File: src/rtl/dmach_pkg.sv
package dmach_pkg;
  localparam int SEL_W = 4;

  typedef enum logic [1:0] {
    REG_CTRL   = 2'd0,
    REG_SRC    = 2'd1,
    REG_DST    = 2'd2,
    REG_RELOAD = 2'd3
  } reg_idx_e;

  // control register bit positions
  localparam int CB_EN     = 0;
  localparam int CB_KEEPRQ = 1;
  localparam int CB_SWTRIG = 2;
  localparam int CB_FWDDST = 3;
  localparam int CB_RISE   = 4;
  localparam int CB_SEL_LO = 8;

  typedef struct packed {
    logic             fwd_dst;
    logic             rise;
    logic [SEL_W-1:0] sel;
  } chan_cfg_t;
endpackage

File: src/rtl/dmach_regfile.sv
module dmach_regfile
  import dmach_pkg::*;
#(
  parameter int DATA_W = 16,
  parameter int ADDR_W = 16,
  parameter int CNT_W  = 16
) (
  input  logic              clk,
  input  logic              rst,
  input  logic              wr_en,
  input  logic [1:0]        wr_addr,
  input  logic [DATA_W-1:0] wr_data,
  output chan_cfg_t         cfg,
  output logic [ADDR_W-1:0] src_q,
  output logic [ADDR_W-1:0] dst_q,
  output logic [CNT_W-1:0]  reload_q,
  output logic              en_set,
  output logic              en_clr,
  output logic              req_clr,
  output logic              sw_q
);
  logic wr_ctrl;
  assign wr_ctrl = wr_en && (wr_addr == REG_CTRL);

  assign en_set  = wr_ctrl &&  wr_data[CB_EN];
  assign en_clr  = wr_ctrl && !wr_data[CB_EN];
  assign req_clr = wr_ctrl && !wr_data[CB_KEEPRQ];

  always_ff @(posedge clk) begin
    if (rst) begin
      cfg      <= '0;
      src_q    <= '0;
      dst_q    <= '0;
      reload_q <= '0;
      sw_q     <= 1'b0;
    end else begin
      sw_q <= wr_ctrl && wr_data[CB_SWTRIG];
      if (wr_ctrl) begin
        cfg.fwd_dst <= wr_data[CB_FWDDST];
        cfg.rise    <= wr_data[CB_RISE];
        cfg.sel     <= wr_data[CB_SEL_LO +: SEL_W];
      end
      if (wr_en && wr_addr == REG_SRC)    src_q    <= wr_data[ADDR_W-1:0];
      if (wr_en && wr_addr == REG_DST)    dst_q    <= wr_data[ADDR_W-1:0];
      if (wr_en && wr_addr == REG_RELOAD) reload_q <= wr_data[CNT_W-1:0];
    end
  end

  // a software strobe only follows a control write
  p_sw_from_write_r4: assert property (@(posedge clk) disable iff (rst)
    sw_q |-> $past(wr_en && wr_addr == REG_CTRL));
  // selection changes only on a control write
  p_sel_hold_r2: assert property (@(posedge clk) disable iff (rst)
    !$past(wr_en && wr_addr == REG_CTRL) |-> $stable(cfg.sel));
endmodule

File: src/rtl/dmach_trigger.sv
module dmach_trigger
  import dmach_pkg::*;
#(
  parameter int N_PERIPH = 14
) (
  input  logic                clk,
  input  logic                rst,
  input  logic [SEL_W-1:0]    sel,
  input  logic                rise,
  input  logic                sw_q,
  input  logic [N_PERIPH-1:0] periph_req,
  input  logic                ext_pin,
  output logic                trig_hit
);
  localparam int EXT_CODE = (1 << SEL_W) - 1;

  logic [1:0]          sync_q;
  logic                prev_q;
  logic                ext_rise, ext_fall, ext_edge;
  logic [N_PERIPH-1:0] src_match;
  logic                periph_hit;

  always_ff @(posedge clk) begin
    if (rst) begin
      sync_q <= '0;
      prev_q <= 1'b0;
    end else begin
      sync_q <= {sync_q[0], ext_pin};
      prev_q <= sync_q[1];
    end
  end

  assign ext_rise = sync_q[1] && !prev_q;
  assign ext_fall = !sync_q[1] && prev_q;
  assign ext_edge = rise ? ext_rise : ext_fall;

  for (genvar i = 0; i < N_PERIPH; i++) begin : g_src
    assign src_match[i] = (sel == SEL_W'(i + 1)) && periph_req[i];
  end
  assign periph_hit = |src_match;

  assign trig_hit = ((sel == '0) && sw_q)
                  || periph_hit
                  || ((sel == SEL_W'(EXT_CODE)) && ext_edge);

  // one pin transition gives one detected edge of each kind
  p_rise_single_r5: assert property (@(posedge clk) disable iff (rst)
    ext_rise |=> !ext_rise);
  p_fall_single_r5: assert property (@(posedge clk) disable iff (rst)
    ext_fall |=> !ext_fall);
  // at most one peripheral source can match the selection
  p_one_source_r2: assert property (@(posedge clk) disable iff (rst)
    $onehot0(src_match));
endmodule

File: src/rtl/dmach_engine.sv
module dmach_engine #(
  parameter int ADDR_W = 16,
  parameter int CNT_W  = 16
) (
  input  logic              clk,
  input  logic              rst,
  input  logic              en_set,
  input  logic              en_clr,
  input  logic              req_clr,
  input  logic              trig_hit,
  input  logic              xfer_done,
  input  logic              fwd_dst,
  input  logic [ADDR_W-1:0] src_q,
  input  logic [ADDR_W-1:0] dst_q,
  input  logic [CNT_W-1:0]  reload_q,
  output logic              en_q,
  output logic              req_q,
  output logic              start_q,
  output logic              tc_q,
  output logic [ADDR_W-1:0] ptr_q,
  output logic [CNT_W-1:0]  cnt_q
);
  logic busy_q, pend_q;
  logic start_cond, done_ok, last_unit;

  assign start_cond = en_q && req_q && !busy_q;
  assign done_ok    = xfer_done && busy_q;
  assign last_unit  = done_ok && !pend_q && (cnt_q == CNT_W'(1));

  always_ff @(posedge clk) begin
    if (rst) begin
      en_q    <= 1'b0;
      req_q   <= 1'b0;
      start_q <= 1'b0;
      tc_q    <= 1'b0;
      busy_q  <= 1'b0;
      pend_q  <= 1'b0;
      ptr_q   <= '0;
      cnt_q   <= '0;
    end else begin
      start_q <= start_cond;
      tc_q    <= last_unit && !en_set;
      // a new trigger outranks both clearing paths
      req_q   <= trig_hit || (req_q && !start_cond && !req_clr);

      if (en_set)                    en_q <= 1'b1;
      else if (en_clr || last_unit)  en_q <= 1'b0;

      if (en_set)          pend_q <= 1'b1;
      else if (start_cond) pend_q <= 1'b0;

      if (start_cond)   busy_q <= 1'b1;
      else if (done_ok) busy_q <= 1'b0;

      if (start_cond && pend_q) begin
        ptr_q <= fwd_dst ? dst_q : src_q;
        cnt_q <= reload_q;
      end else if (done_ok && !pend_q) begin
        ptr_q <= ptr_q + 1'b1;
        cnt_q <= cnt_q - 1'b1;
      end
    end
  end

  // start is a single-cycle strobe
  p_start_pulse_r6: assert property (@(posedge clk) disable iff (rst)
    start_q |=> !start_q);
  // request drops at the start unless re-triggered
  p_req_drop_r6: assert property (@(posedge clk) disable iff (rst)
    (start_q && !$past(trig_hit)) |-> !req_q);
  // simultaneous trigger keeps the request
  p_set_wins_r11: assert property (@(posedge clk) disable iff (rst)
    (start_cond && trig_hit) |=> req_q);
  // a trigger always leaves the request set
  p_trig_sets_r2: assert property (@(posedge clk) disable iff (rst)
    trig_hit |=> req_q);
  // a completed unit counts down by one
  p_count_dec_r8: assert property (@(posedge clk) disable iff (rst)
    (done_ok && !pend_q) |=> cnt_q == CNT_W'($past(cnt_q) - 1'b1));
  // terminal pulse leaves the channel disabled at zero
  p_tc_state_r9: assert property (@(posedge clk) disable iff (rst)
    tc_q |-> (!en_q && cnt_q == '0));
  // a done while a reload is armed changes nothing
  p_pend_hold_r10: assert property (@(posedge clk) disable iff (rst)
    (done_ok && pend_q) |=> $stable(cnt_q) && $stable(ptr_q));
endmodule

File: src/rtl/dmach_ctrl.sv
module dmach_ctrl
  import dmach_pkg::*;
#(
  parameter int DATA_W   = 16,
  parameter int ADDR_W   = 16,
  parameter int CNT_W    = 16,
  parameter int N_PERIPH = 14
) (
  input  logic                clk,
  input  logic                rst,
  input  logic                wr_en,
  input  logic [1:0]          wr_addr,
  input  logic [DATA_W-1:0]   wr_data,
  input  logic [N_PERIPH-1:0] periph_req,
  input  logic                ext_pin,
  input  logic                xfer_done,
  output logic                xfer_start,
  output logic [ADDR_W-1:0]   active_ptr,
  output logic [CNT_W-1:0]    xfer_count,
  output logic                chan_en,
  output logic                req_flag,
  output logic                tc_irq
);
  chan_cfg_t         cfg;
  logic [ADDR_W-1:0] src_q, dst_q;
  logic [CNT_W-1:0]  reload_q;
  logic              en_set, en_clr, req_clr, sw_q, trig_hit;

  dmach_regfile #(.DATA_W(DATA_W), .ADDR_W(ADDR_W), .CNT_W(CNT_W)) u_regs (
    .clk(clk), .rst(rst), .wr_en(wr_en), .wr_addr(wr_addr), .wr_data(wr_data),
    .cfg(cfg), .src_q(src_q), .dst_q(dst_q), .reload_q(reload_q),
    .en_set(en_set), .en_clr(en_clr), .req_clr(req_clr), .sw_q(sw_q)
  );

  dmach_trigger #(.N_PERIPH(N_PERIPH)) u_trig (
    .clk(clk), .rst(rst), .sel(cfg.sel), .rise(cfg.rise), .sw_q(sw_q),
    .periph_req(periph_req), .ext_pin(ext_pin), .trig_hit(trig_hit)
  );

  dmach_engine #(.ADDR_W(ADDR_W), .CNT_W(CNT_W)) u_eng (
    .clk(clk), .rst(rst), .en_set(en_set), .en_clr(en_clr), .req_clr(req_clr),
    .trig_hit(trig_hit), .xfer_done(xfer_done), .fwd_dst(cfg.fwd_dst),
    .src_q(src_q), .dst_q(dst_q), .reload_q(reload_q),
    .en_q(chan_en), .req_q(req_flag), .start_q(xfer_start), .tc_q(tc_irq),
    .ptr_q(active_ptr), .cnt_q(xfer_count)
  );
endmodule

File: config.mk
export PLATFORM = sky130hd
export DESIGN_NAME = dmach_ctrl
export DESIGN_NICKNAME = d
export VERILOG_FILES = /design/src/rtl/dmach_pkg.sv /design/src/rtl/dmach_regfile.sv /design/src/rtl/dmach_trigger.sv /design/src/rtl/dmach_engine.sv /design/src/rtl/dmach_ctrl.sv
export SDC_FILE = /design/constraint.sdc
export NUM_CORES = 1
export LEC_CHECK = 0
export ABC_AREA = 1
export BUFFER_PORTS_ARGS = -buffer_cell sky130_fd_sc_hd__buf_2
export CAP_MARGIN = 20
export CORE_ASPECT_RATIO = 0.7
export CORE_MARGIN = 2
export CORE_UTILIZATION = 51
export DETAILED_ROUTE_END_ITERATION = 10
export PLACE_DENSITY = 0.87
export RECOVER_POWER = 100
export SYNTH_ARGS = -nofsm -noshare
export SYNTH_HDL_FRONTEND = slang
export SYNTH_SLANG_ARGS = --single-unit
File: constraint.sdc
create_clock -name clk -period 1.4 [get_ports clk]
set_clock_uncertainty 0.2 [all_clocks]
set_input_delay 0 -clock clk [delete_from_list [all_inputs] [get_ports clk]]
set_output_delay 0 -clock clk [all_outputs]
set_load 0.005 [all_outputs]
==> results.py <==
metrics = {
    "detailed_routing": {
        "route.detailed.drc": 16,
        "via_per_inst": 6.194,
        "drtIter0Drc": 1296,
        "dr.pass1.iters": 11,
        "ant_nets": 0,
        "wl_per_cell_um": 20.79,
        "route.vias.total": 6287,
        "wirelength_um": 21100,
    },
    "pwr": {
        "ir_drop_uv": 863.9,
        "leakagePower_nw": 3.121,
        "p_per_area_mw_per_mm2": 888.8,
    },
    "timing": {
        "hold_ws_ps": -41.00,
        "slew_violations": 0,
        "fin_crit_ps": 1797,
        "fmax_mhz": 556.4,
        "finalHoldViolations": 3,
        "worstMarginPinSlew_ps": 740.1,
        "relSlewSlack_pct": 50.49,
        "rsz0062_at_grt": "yes",
        "finalWorstSetupSlack_ps": -397.4,
        "finalSetupViolCount": 44,
        "fin_crit_sh_pct": 128.4,
    },
    "synthesis": {
        "synthAdderAreaFrac_pct": 0.8011,
        "avgSynthCellArea_um2": 6.665,
        "synth_top_family_by_area": "simple AND/OR/NAND/NOR gates",
        "post_synth_num_cell_types": 32,
        "synth_edf_count": 0,
        "ys_seq_elements": 96,
        "synthSimpleGateAreaFrac_pct": 24.70,
        "netlist_instances": 703,
        "synth_compound_area_share_pct": 21.20,
        "muxShareOfSynthArea_pct": 0,
        "syn-num-nets": 743,
        "ys_seq_area_share_pct": 41.01,
        "synthXorXnorAreaFrac_pct": 1.495,
        "async_flop_share_pct": 0,
        "ys.flop_type": "dfxtp_1",
        "synth.cell_area_mm2": 0.004686,
        "synth_warnings": 0,
    },
    "final_layout": {
        "final_util_pct": 78.64,
        "multi_input_area_mm2": 0.002656,
        "drive_above_1_share_pct": 31.43,
        "fin_cells": 1015,
        "fillers": 543,
        "area_growth_pct": 51.03,
        "mostFrequentLayoutCell": "nand2_1",
        "seq_area_mm2": 0.001979,
        "diodes": 0,
        "nNetsFinal": 926,
        "final_cell_mix": "124 x nand2_1, 83 x inv_1, 73 x a21oi_1",
    },
    "min_path": {
        "hold_path.class": "input port to register",
        "hold_depth": 4,
    },
    "floorplan": {
        "fp.dieW_um": 118.6,
        "chipHeight_um": 84.20,
        "rows": 29,
        "initial_core_util_pct": 52.07,
        "die_area_mm2": 0.009983,
        "boundaryPins": 73,
        "core_mm2": 0.008999,
    },
    "outcome": {
        "outcome": "finished, violations left",
        "failed_checks": "DRC, hold timing, setup timing",
    },
    "worst_setup_path": {
        "slowest_delay_ps": 430,
        "worstPathArrival_ps": 1830,
        "critical_path_depth": 7,
        "crit_path_start_kind": "register",
        "end_kind": "register",
        "worstPathRequired_ps": 1440,
        "path_class": "register to register",
        "crit_path_cell_trace": "nand2_1 > nor2_2 > nand2_1 > o21ai_0 > nand2_1 > nand2_1 > a21oi_1",
        "ff2ff_path_depth": 7,
        "cp_slowest_cell": "dfxtp_1",
        "crit_family": "simple AND/OR/NAND/NOR gates",
        "cp_common_cell": "nand2_1",
        "path_buf_inv": 0,
        "critPathMaxFanout": 4,
    },
    "clock_tree": {
        "cts_tree": "yes",
        "clock-root-buffer": "clkbuf_16",
        "clock_sinks": 96,
        "cts-htree-levels": 3,
        "clkLatencyLatePin_ps": 370,
        "clock_path_buffers": 2,
        "numCtsBuffers": 9,
        "clkTransAtPathRegs_ps": 80,
    },
    "placement": {
        "place.gp.congestion": 0.9930,
        "dpl.cell_count": 938,
        "dp_hpwl_um": 10050,
        "portBuffers": 72,
    },
    "global_route": {
        "first_global_vias": 5628,
        "grtUsageTotal_pct": 34.75,
        "grt_overflow": 0,
        "grt_first_pass_wirelength_um": 27620,
        "antenna_found_initial": 0,
        "grt_max_degree": 54,
    },
    "flow_run": {
        "drv_cap": 0,
    },
}
[registers in the layout, indices dropped and copies added, names as in the netlist]
| name | count |
|---|---|
| u_trig.prev_q | 1 |
| u_eng.busy_q | 1 |
| u_regs.sw_q | 1 |
| u_regs.dst_q | 16 |
| u_eng.tc_q | 1 |
| u_eng.start_q | 1 |
| u_eng.en_q | 1 |
| u_regs.reload_q | 16 |
| u_eng.pend_q | 1 |
| u_eng.ptr_q | 16 |
| u_trig.sync_q | 2 |
| u_eng.cnt_q | 16 |
| u_regs.src_q | 16 |
| u_regs.cfg | 6 |
| u_eng.req_q | 1 |
[per-layer routing]
layer	GRT usage [%]	share of wire, %
met1	43.99	36
met2	56.43	43
met3	10.73	15
met4	12.45	7.0
met5	0	0
[worst min-delay path: cells and delay by family]
family                 cells  cell delay (ps)
AND/OR/NAND/NOR            2              250
AO/OA/AOI/OAI              1              120
buffers and inverters      1              110
[path summary, 6_finish.rpt]
path | startpoint | endpoint | slack (ps)
hold reg to reg | u_regs.dst_q[3] | u_regs.dst_q[3] | 250
setup reg to reg | u_eng.ptr_q[8] | u_eng.ptr_q[15] | -400
hold / removal | wr_addr[0] | u_eng.pend_q | -40
setup / recovery | u_eng.ptr_q[8] | u_eng.ptr_q[15] | -400
[cell type report]
class,count,share of cell area [%]
Clock buffer,11,3.430
Clock inverter,5,0.9017
Inverter,96,5.499
Multi-Input combinational cell,478,37.54
Sequential cell,96,27.97
Tap cell,124,2.192
Timing Repair Buffer,204,22.40
Timing Repair inverter,1,0.07072
[cells by family after synthesis]
family | after synthesis
and+or+nand+nor | 277
adders and majority gates | 3
xor gates and xnor gates | 8
DFF | 96
AOI/OAI and AO/OA | 190
buffers and inverters | 129
[metrics by stage]
| stage | hold WS [ps] | setup slack [ps] | setup TNS, ps | power [mW] | cell area, um^2 |
|---|---|---|---|---|---|
| floorplan | -93.03 | -21.41 | -21.41 | 3.219 | 4715 |
| detailed placement | 12.27 | -139.1 | -1708 | 3.462 | 5650 |
| finish | -41.00 | -397.4 | -6120 | 6.290 | 7077 |
| CTS | -139.1 | -46.30 | -379.7 | 6.093 | 6728 |
| global placement | 5.556 | -102.5 | -837.0 | 3.446 | 5650 |
| global route | 6.115 | -392.4 | -7469 | 6.417 | 7077 |
[power by group]
| group | internal [mW] | switching (mW) |
|---|---|---|
| Combinational | 0.309 | 0.460 |
| Sequential | 2.81 | 0.0746 |
| Clock | 1.45 | 1.18 |
| Total | 4.58 | 1.71 |
[synthesized netlist by cell type (2+ instances only)]
cell type	count	share of area (%)
nand2_1	138	11
dfxtp_1	96	41
inv_1	94	7.5
o21ai_0	93	9.9
nor2_1	83	6.6
a21oi_1	76	8.1
nand3_1	33	3.5
clkbuf_1	22	1.8
buf_2	8	0.85
nor3_1	8	0.85
o211ai_1	8	1.3
o22ai_1	6	0.80
xor2_1	6	1.1
nand3b_1	4	0.64
nand4_1	4	0.53
a31oi_1	3	0.40
ha_1	3	0.80
inv_2	2	0.16
nor2_2	2	0.27
xnor2_1	2	0.37
[repair_timing]
item                                    CTS  global route
buffers inserted                          7             7
endpoints found under the hold margin    79            13
endpoints found under the setup margin   34            53
gates resized for setup                  73           127
cloned                                    1             2
pin swaps                                15            41
hold buffers                             49             5
Note: power is estimated with default switching activity, not from simulation.
